<file path="src/rtl/stack_cpu16_pkg.sv">
package stack_cpu16_pkg;

    localparam int WORD_W = 16;
    localparam int PC_W   = 13;

    typedef enum logic [1:0] {
        CLS_JUMP  = 2'b00,
        CLS_CJUMP = 2'b01,
        CLS_CALL  = 2'b10,
        CLS_ALU   = 2'b11
    } cls_e;

    typedef enum logic [3:0] {
        OP_T    = 4'd0,
        OP_N    = 4'd1,
        OP_ADD  = 4'd2,
        OP_AND  = 4'd3,
        OP_OR   = 4'd4,
        OP_XOR  = 4'd5,
        OP_INV  = 4'd6,
        OP_EQ   = 4'd7,
        OP_SLT  = 4'd8,
        OP_SHR  = 4'd9,
        OP_DEC  = 4'd10,
        OP_R    = 4'd11,
        OP_LOAD = 4'd12,
        OP_SHL  = 4'd13,
        OP_DEPTH= 4'd14,
        OP_ULT  = 4'd15
    } alu_op_e;

    typedef enum logic {
        PH_FETCH = 1'b0,
        PH_EXEC  = 1'b1
    } phase_e;

    typedef struct packed {
        phase_e             phase;
        logic [PC_W-1:0]    pc;
        logic [WORD_W-1:0]  ir;
        logic [WORD_W-1:0]  t;
    } core_state_t;

endpackage

</file>
<file path="src/rtl/stack_cpu16_lifo.sv">
module stack_cpu16_lifo #(
    parameter int W  = 16,
    parameter int AW = 5
) (
    input  logic          clk,
    input  logic          rst,
    input  logic [1:0]    delta_i,
    input  logic          we_i,
    input  logic [W-1:0]  wdata_i,
    output logic [W-1:0]  top_o,
    output logic [AW-1:0] ptr_o
);
    localparam int ENTRIES = 1 << AW;

    logic [AW-1:0] sp_d, sp_q;
    logic [W-1:0]  slot_q [ENTRIES];

    always_comb begin
        sp_d = sp_q + {{(AW-2){delta_i[1]}}, delta_i};
    end

    always_ff @(posedge clk) begin
        if (rst) begin
            sp_q <= '0;
        end else begin
            sp_q <= sp_d;
        end
    end

    always_ff @(posedge clk) begin
        if (rst) begin
            for (int i = 0; i < ENTRIES; i++) begin
                slot_q[i] <= '0;
            end
        end else if (we_i) begin
            slot_q[sp_d] <= wdata_i;
        end
    end

    assign top_o = slot_q[sp_q];
    assign ptr_o = sp_q;

    // a zero adjustment leaves the pointer where it was
    a_r9_ptr_hold: assert property (@(posedge clk) disable iff (rst)
        (delta_i == 2'b00) |=> (sp_q == $past(sp_q)));

    // a written value is the top entry on the following cycle
    a_r9_write_readback: assert property (@(posedge clk) disable iff (rst)
        we_i |=> (top_o == $past(wdata_i)));

endmodule

</file>
<file path="src/rtl/stack_cpu16_alu.sv">
module stack_cpu16_alu
    import stack_cpu16_pkg::*;
#(
    parameter int W = 16
) (
    input  alu_op_e       op_i,
    input  logic [W-1:0]  t_i,
    input  logic [W-1:0]  n_i,
    input  logic [W-1:0]  r_i,
    input  logic [W-1:0]  rdata_i,
    input  logic [W-1:0]  depth_i,
    output logic [W-1:0]  res_o
);
    localparam logic [W-1:0] TRUE_V  = '1;
    localparam logic [W-1:0] FALSE_V = '0;

    logic [3:0] shamt;
    assign shamt = t_i[3:0];

    always_comb begin
        unique case (op_i)
            OP_T:     res_o = t_i;
            OP_N:     res_o = n_i;
            OP_ADD:   res_o = t_i + n_i;
            OP_AND:   res_o = n_i & t_i;
            OP_OR:    res_o = n_i | t_i;
            OP_XOR:   res_o = n_i ^ t_i;
            OP_INV:   res_o = ~t_i;
            OP_EQ:    res_o = (n_i == t_i) ? TRUE_V : FALSE_V;
            OP_SLT:   res_o = ($signed(n_i) < $signed(t_i)) ? TRUE_V : FALSE_V;
            OP_SHR:   res_o = n_i >> shamt;
            OP_DEC:   res_o = t_i - 1'b1;
            OP_R:     res_o = r_i;
            OP_LOAD:  res_o = rdata_i;
            OP_SHL:   res_o = n_i << shamt;
            OP_DEPTH: res_o = depth_i;
            OP_ULT:   res_o = (n_i < t_i) ? TRUE_V : FALSE_V;
            default:  res_o = t_i;
        endcase
    end

endmodule

</file>
<file path="src/rtl/stack_cpu16.sv">
module stack_cpu16
    import stack_cpu16_pkg::*;
#(
    parameter int DS_AW = 5,
    parameter int RS_AW = 5
) (
    input  logic        clk,
    input  logic        rst,
    input  logic [15:0] mem_rdata,
    output logic [15:0] mem_addr,
    output logic [15:0] mem_wdata,
    output logic        mem_we,
    output logic        io_strobe
);
    localparam logic [1:0] IO_TAG = 2'b01;
    localparam logic [1:0] ADJ_UP = 2'b01;
    localparam logic [1:0] ADJ_DN = 2'b11;

    core_state_t st_d, st_q;

    logic [WORD_W-1:0] n_top, r_top, alu_res, depth_w;
    logic [DS_AW-1:0]  d_ptr;
    logic [RS_AW-1:0]  r_ptr;
    logic [1:0]        d_adj, r_adj;
    logic              d_we, r_we;
    logic [WORD_W-1:0] d_wdata, r_wdata;
    logic [PC_W-1:0]   pc_inc;

    logic              is_lit;
    cls_e              cls;
    logic [PC_W-1:0]   target;
    alu_op_e           op;
    logic              f_ret, f_tn, f_tr, f_wr;
    logic              exec_alu, data_access;

    assign is_lit  = st_q.ir[15];
    assign cls     = cls_e'(st_q.ir[14:13]);
    assign target  = st_q.ir[PC_W-1:0];
    assign op      = alu_op_e'(st_q.ir[11:8]);
    assign f_ret   = st_q.ir[12];
    assign f_tn    = st_q.ir[7];
    assign f_tr    = st_q.ir[6];
    assign f_wr    = st_q.ir[5];
    assign pc_inc  = st_q.pc + 1'b1;
    assign depth_w = WORD_W'(d_ptr);

    assign exec_alu    = (st_q.phase == PH_EXEC) && !is_lit && (cls == CLS_ALU);
    assign data_access = exec_alu && (f_wr || (op == OP_LOAD));

    stack_cpu16_lifo #(.W(WORD_W), .AW(DS_AW)) i_dstack (
        .clk     (clk),
        .rst     (rst),
        .delta_i (d_adj),
        .we_i    (d_we),
        .wdata_i (d_wdata),
        .top_o   (n_top),
        .ptr_o   (d_ptr)
    );

    stack_cpu16_lifo #(.W(WORD_W), .AW(RS_AW)) i_rstack (
        .clk     (clk),
        .rst     (rst),
        .delta_i (r_adj),
        .we_i    (r_we),
        .wdata_i (r_wdata),
        .top_o   (r_top),
        .ptr_o   (r_ptr)
    );

    stack_cpu16_alu #(.W(WORD_W)) i_alu (
        .op_i    (op),
        .t_i     (st_q.t),
        .n_i     (n_top),
        .r_i     (r_top),
        .rdata_i (mem_rdata),
        .depth_i (depth_w),
        .res_o   (alu_res)
    );

    always_comb begin
        st_d      = st_q;
        d_adj     = 2'b00;
        r_adj     = 2'b00;
        d_we      = 1'b0;
        r_we      = 1'b0;
        d_wdata   = st_q.t;
        r_wdata   = st_q.t;
        mem_addr  = {2'b00, st_q.pc, 1'b0};
        mem_wdata = n_top;
        mem_we    = 1'b0;
        io_strobe = 1'b0;

        if (st_q.phase == PH_FETCH) begin
            st_d.ir    = mem_rdata;
            st_d.phase = PH_EXEC;
        end else begin
            st_d.phase = PH_FETCH;
            st_d.pc    = pc_inc;
            mem_addr   = st_q.t;
            if (is_lit) begin
                st_d.t = {1'b0, st_q.ir[14:0]};
                d_adj  = ADJ_UP;
                d_we   = 1'b1;
            end else begin
                unique case (cls)
                    CLS_JUMP: begin
                        st_d.pc = target;
                    end
                    CLS_CJUMP: begin
                        st_d.t = n_top;
                        d_adj  = ADJ_DN;
                        if (st_q.t == '0) begin
                            st_d.pc = target;
                        end
                    end
                    CLS_CALL: begin
                        r_adj   = ADJ_UP;
                        r_we    = 1'b1;
                        r_wdata = {2'b00, pc_inc, 1'b0};
                        st_d.pc = target;
                    end
                    CLS_ALU: begin
                        st_d.t = alu_res;
                        d_adj  = st_q.ir[1:0];
                        r_adj  = st_q.ir[3:2];
                        d_we   = f_tn;
                        r_we   = f_tr;
                        mem_we = f_wr;
                        if (f_ret) begin
                            st_d.pc = r_top[PC_W:1];
                        end
                    end
                    default: ;
                endcase
            end
            io_strobe = data_access && (st_q.t[15:14] == IO_TAG);
        end
    end

    always_ff @(posedge clk) begin
        if (rst) begin
            st_q <= '{phase: PH_FETCH, pc: '0, ir: '0, t: '0};
        end else begin
            st_q <= st_d;
        end
    end

    // fetch and execute strictly alternate
    a_r2_phase_toggles: assert property (@(posedge clk) disable iff (rst)
        1'b1 |=> (st_q.phase != $past(st_q.phase)));

    // nothing is written while an instruction word is fetched
    a_r10_no_write_in_fetch: assert property (@(posedge clk) disable iff (rst)
        (st_q.phase == PH_FETCH) |-> !mem_we);

    // the I/O strobe only accompanies an execute cycle
    a_r12_io_exec_only: assert property (@(posedge clk) disable iff (rst)
        io_strobe |-> (st_q.phase == PH_EXEC));

    // a literal lands in T zero-extended
    a_r3_literal_value: assert property (@(posedge clk) disable iff (rst)
        (st_q.phase == PH_EXEC && is_lit) |=> (st_q.t == {1'b0, $past(st_q.ir[14:0])}));

    // a zero T makes the conditional jump take its target
    a_r5_cjump_taken: assert property (@(posedge clk) disable iff (rst)
        (st_q.phase == PH_EXEC && !is_lit && cls == CLS_CJUMP && st_q.t == '0)
        |=> (st_q.pc == $past(target)));

    // a call leaves the return byte address on top of the return stack
    a_r6_call_push: assert property (@(posedge clk) disable iff (rst)
        (st_q.phase == PH_EXEC && !is_lit && cls == CLS_CALL)
        |=> (r_top == $past({2'b00, pc_inc, 1'b0})));

endmodule

</file>
<file path="config.mk">
export PLATFORM = sky130hd
export DESIGN_NAME = stack_cpu16
export DESIGN_NICKNAME = d
export VERILOG_FILES = /design/src/rtl/stack_cpu16_pkg.sv /design/src/rtl/stack_cpu16_lifo.sv /design/src/rtl/stack_cpu16_alu.sv /design/src/rtl/stack_cpu16.sv
export SDC_FILE = /design/constraint.sdc
export NUM_CORES = 2
export LEC_CHECK = 0
export BUFFER_PORTS_ARGS = -buffer_cell sky130_fd_sc_hd__buf_2
export CAP_MARGIN = 40
export CORE_MARGIN = 3
export CORE_UTILIZATION = 67
export CTS_BUF_LIST = sky130_fd_sc_hd__clkbuf_2 sky130_fd_sc_hd__clkbuf_4 sky130_fd_sc_hd__clkbuf_8
export CTS_CLUSTER_DIAMETER = 120
export DETAILED_ROUTE_END_ITERATION = 8
export PLACE_DENSITY = 0.84
export SLEW_MARGIN = 20
export SYNTH_ARGS = -nofsm -noshare
export SYNTH_HDL_FRONTEND = slang
export SYNTH_SLANG_ARGS = --single-unit
</file>
<file path="constraint.sdc">
create_clock -name clk -period 12 [get_ports clk]
set_input_delay 1.2 -clock clk [delete_from_list [all_inputs] [get_ports clk]]
set_output_delay 1.2 -clock clk [all_outputs]
set_load 0.01 [all_outputs]
</file>
==> results.txt <==
The logs give 52 for the number of I/O pins and 7.09 ns for the worst endpoint data arrival time. Entering global routing, the biggest net connects 137 pins. The first global-routing pass estimated 229 mm of wire. For this run, the total global-route usage over all layers was measured as 37.9%.

The clock period minus worst slack was 6.33 ns; the area of the core region was 77600 sq um. For the worst setup path, the data required time is 12.76 ns. The share of synthesized area in the top cell type comes to 58.4%. The run gives 0.530 ns as the smallest hold slack.

The library cells used most frequently in the layout, excluding fill and tap cells, are edfxtp_1, nor2_1, nor3_1. Ranked by total cell area, the synthesized netlist is headed by edfxtp_1, mux4_2, nor3_1. The flow ran to the end, and the final reports show no timing, DRC or antenna violations. The number of routed nets with antenna violations is 0, and the placement row count is 102. For the final hold violation count, the log shows 0. Summed over all layers, the routed wires come to 159 mm. The element type at the critical path end is a register.

In the final layout, the share of cells above drive strength 1 is 18.9%. The total via count after detailed routing was 37400. Commonest non-fill, non-tap cell in the layout: edfxtp_1.

The post-cts gate resize count is 0, and the latest clock arrival within the worst-skew pair is 0.90 ns. The count of input and output buffers is 51, and the initial standard-cell utilization of the core is 67.8%. Across the run, the number of max-cap violations was 0. The number of enable-type register cells in the synthesized netlist is 1024, and the post-CTS repair timing setup buffer count is 0. Routability-driven placement congestion ratio: 1.07.

In this run the deepest clock path goes through 3 buffers. For this design the ratio of total power to cell area is 149 nW/um^2. The post-route fraction of the period consumed by the critical path was 52.7%; the synthesized netlist cell count was 4094. Clock-pin slew was measured on the worst setup and hold paths at 0.07 ns. The run gives 35600 as the via count of the first global-routing pass. The TritonCTS sink count was 1080. For the relative max-transition margin, the log shows 29.4%. The die covers 81900 sq um. The fraction of registers with async set/reset came out at 0%. The Yosys step of the flow raised 0 warnings. The path type of the worst setup path was register to register.

Setup violations remaining at the end of the flow were counted as 0. Relative to the synthesized area, the layout overhead comes to 10.0%. The root buffer cell chosen for the clock tree is clkbuf_8. Number of synthesized register bits: 1080. Clock skew on the completed layout was measured at 0.0794 ns. The launching element type of the critical path was a register. Cell type contributing the most total cell area after synthesis: edfxtp_1. The netlist uses 83 different library cells. The die is 286 microns wide. The first-pass iteration count of the detailed router came out at 9. The tools report the number of antenna violations at the first check in global routing as 6. The detail-routed net length per standard cell works out to 30.3 microns. In the final timing run, aggregate negative setup slack is 0 ns. The final cell count without fillers was 5237. The tools report the detailed router's first-iteration violation count as 6088. The mean post-synth cell area was 12.9 sq um. The detailed-route vias per instance came out at 7.14. Timing would allow up to 158 MHz. The number of clock buffers inserted by TritonCTS is 169.

Setup repair after global routing left no endpoint under its margin. The overall overflow remaining after global route is 0, and the final number of max-transition violations is 0. The commonest register cell after synthesis was edfxtp_1. The instance count after placement with tap cells included is 4905, and the total standard cell area after synthesis is 52600 sq um. Counting every net in the synthesized netlist gives 4191. The tools report the maximum level of the CTS H-tree as 4. TritonCTS built the clock tree.

After the last flow step, the layout net total stands at 4167. IR analysis of the VDD net gives a maximum drop of 0.147 mV. Along the worst path, the maximum fanout reaches 36. Hold repair after CTS inserted 0 buffers. The floorplan step set the die height to 286 microns. The HPWL after detailed placement is 96.6 mm.

The tools report the sequential element share of the synthesized area as 60.6%. At the pin with the least slew margin, the transition time is 1.06 ns. After detailed routing, the number of remaining DRC violations is 0. Summed over all cells, the static leakage comes to 19.1 nW.

The min-delay analysis places its worst path in the category register to register.
==> path summary, 6_finish.rpt <==
path	from	to	slack, ns	cells after the start
max reg2reg	i_dstack.ptr_o[0]	d_wdata[14]	5.67	21
min reg2reg	st_q[43]	st_q[43]	0.53	2
max	i_dstack.ptr_o[0]	d_wdata[14]	5.67	21
min	st_q[43]	st_q[43]	0.53	2
==> report_power, final <==
part | leakage [nW] | switching (mW) | internal [mW]
combinational | 6.29 | 0.732 | 0.352
clock | 1.80 | 1.54 | 1.68
sequential | 11.0 | 0.0689 | 4.24
total | 19.1 | 2.34 | 6.27
==> logic make-up (layout without fill, tap and decap cells) <==
kind of cell | after synthesis | in the layout | share of synthesized area, %
AND/OR/NAND/NOR | 1572 | 1572 | 13.6
flip-flops | 1080 | 1080 | 60.6
buffers and inverters | 464 | 563 | 3.70
multiplexers | 431 | 431 | 13.8
AO/OA/AOI/OAI | 420 | 420 | 5.61
adder cells (fa/ha/maj) | 79 | 79 | 1.92
XOR/XNOR | 48 | 48 | 0.825
other | 0 | 4 | 0
==> metrics by stage <==
step / power, mW / setup slack, ns / utilization (%) / cell area (sq um)
after global placement: 5.37 / 5.66 / 69.1 / 53600
after CTS: 8.52 / 5.59 / 74.0 / 57400
after floorplan: 5.02 / 7.28 / - / 52600
after global routing: 8.82 / 5.30 / 74.6 / 57900
after detailed placement: 5.40 / 5.57 / 69.6 / 54000
final: 8.61 / 5.67 / 74.6 / 57900
==> layer usage <==
| metal | part of all wire (%) | up-vias | GRT usage (%) |
|---|---|---|---|
| met5 | 0.050 | - | 0 |
| met2 | 47 | 3269 | 58.1 |
| li1 | - | 15400 | - |
| met1 | 32 | 18000 | 49.8 |
| met4 | 7.0 | 8 | 21.0 |
| met3 | 14 | 700 | 10.3 |
==> state kept, by name (all words and copies together), names as in the netlist <==
register,flops
cls,2
i_rstack.slot_q,512
f_tn,1
f_tr,1
st_q,19
f_ret,1
i_dstack.ptr_o,5
d_wdata,16
i_dstack.slot_q,512
i_rstack.ptr_o,5
op,4
is_lit,1
f_wr,1
==> area by class of cell <==
class,count,area (sq um)
fill,4536,19700
clock buffer,226,2750
timing repair buffer,220,2010
multi-input combinational,2550,19100
antenna,4,10.0
tap,1040,1300
sequential,1080,31900
inverter,49,184
clock inverter,68,682
==> cells in the mapped netlist (12+ instances only) <==
master    number
mux4_2       219
a22oi_1       67
buf_4         16
mux2i_1      179
nor3_1       535
xor2_1        13
buf_2         23
a221oi_1      23
mux2_2        22
a22o_1        15
nor2_1       645
nor2b_1       22
nand2b_1      52
o22ai_1       21
a211oi_1      15
nand4_1       12
clkbuf_1     313
nand2_1      165
dfxtp_1       56
edfxtp_1    1024
o21ai_0       58
inv_1         40
xnor2_1       34
buf_1         51
and3_1        19
a31oi_1       24
o21bai_1      34
o221ai_1      12
ha_1          76
a21oi_1       69
nand3_1       70
==> critical path, stage by stage (launching register included) <==
cell,delay (ns)
dfxtp_4,0.64
buf_4,0.32
buf_16,0.28
mux4_2,0.55
a22o_1,0.30
a221oi_1,0.59
nand3_1,0.39
inv_1,0.29
ha_1,0.29
nand3_1,0.17
nor4_1,0.26
xnor2_1,0.17
nand2_1,0.09
ha_1,0.35
or3_1,0.34
o21ai_0,0.08
a31oi_1,0.10
a21o_1,0.21
a21oi_1,0.18
xnor2_1,0.14
nand2_1,0.22
a31oi_1,0.23
Note: power is estimated with default switching activity, not from simulation.
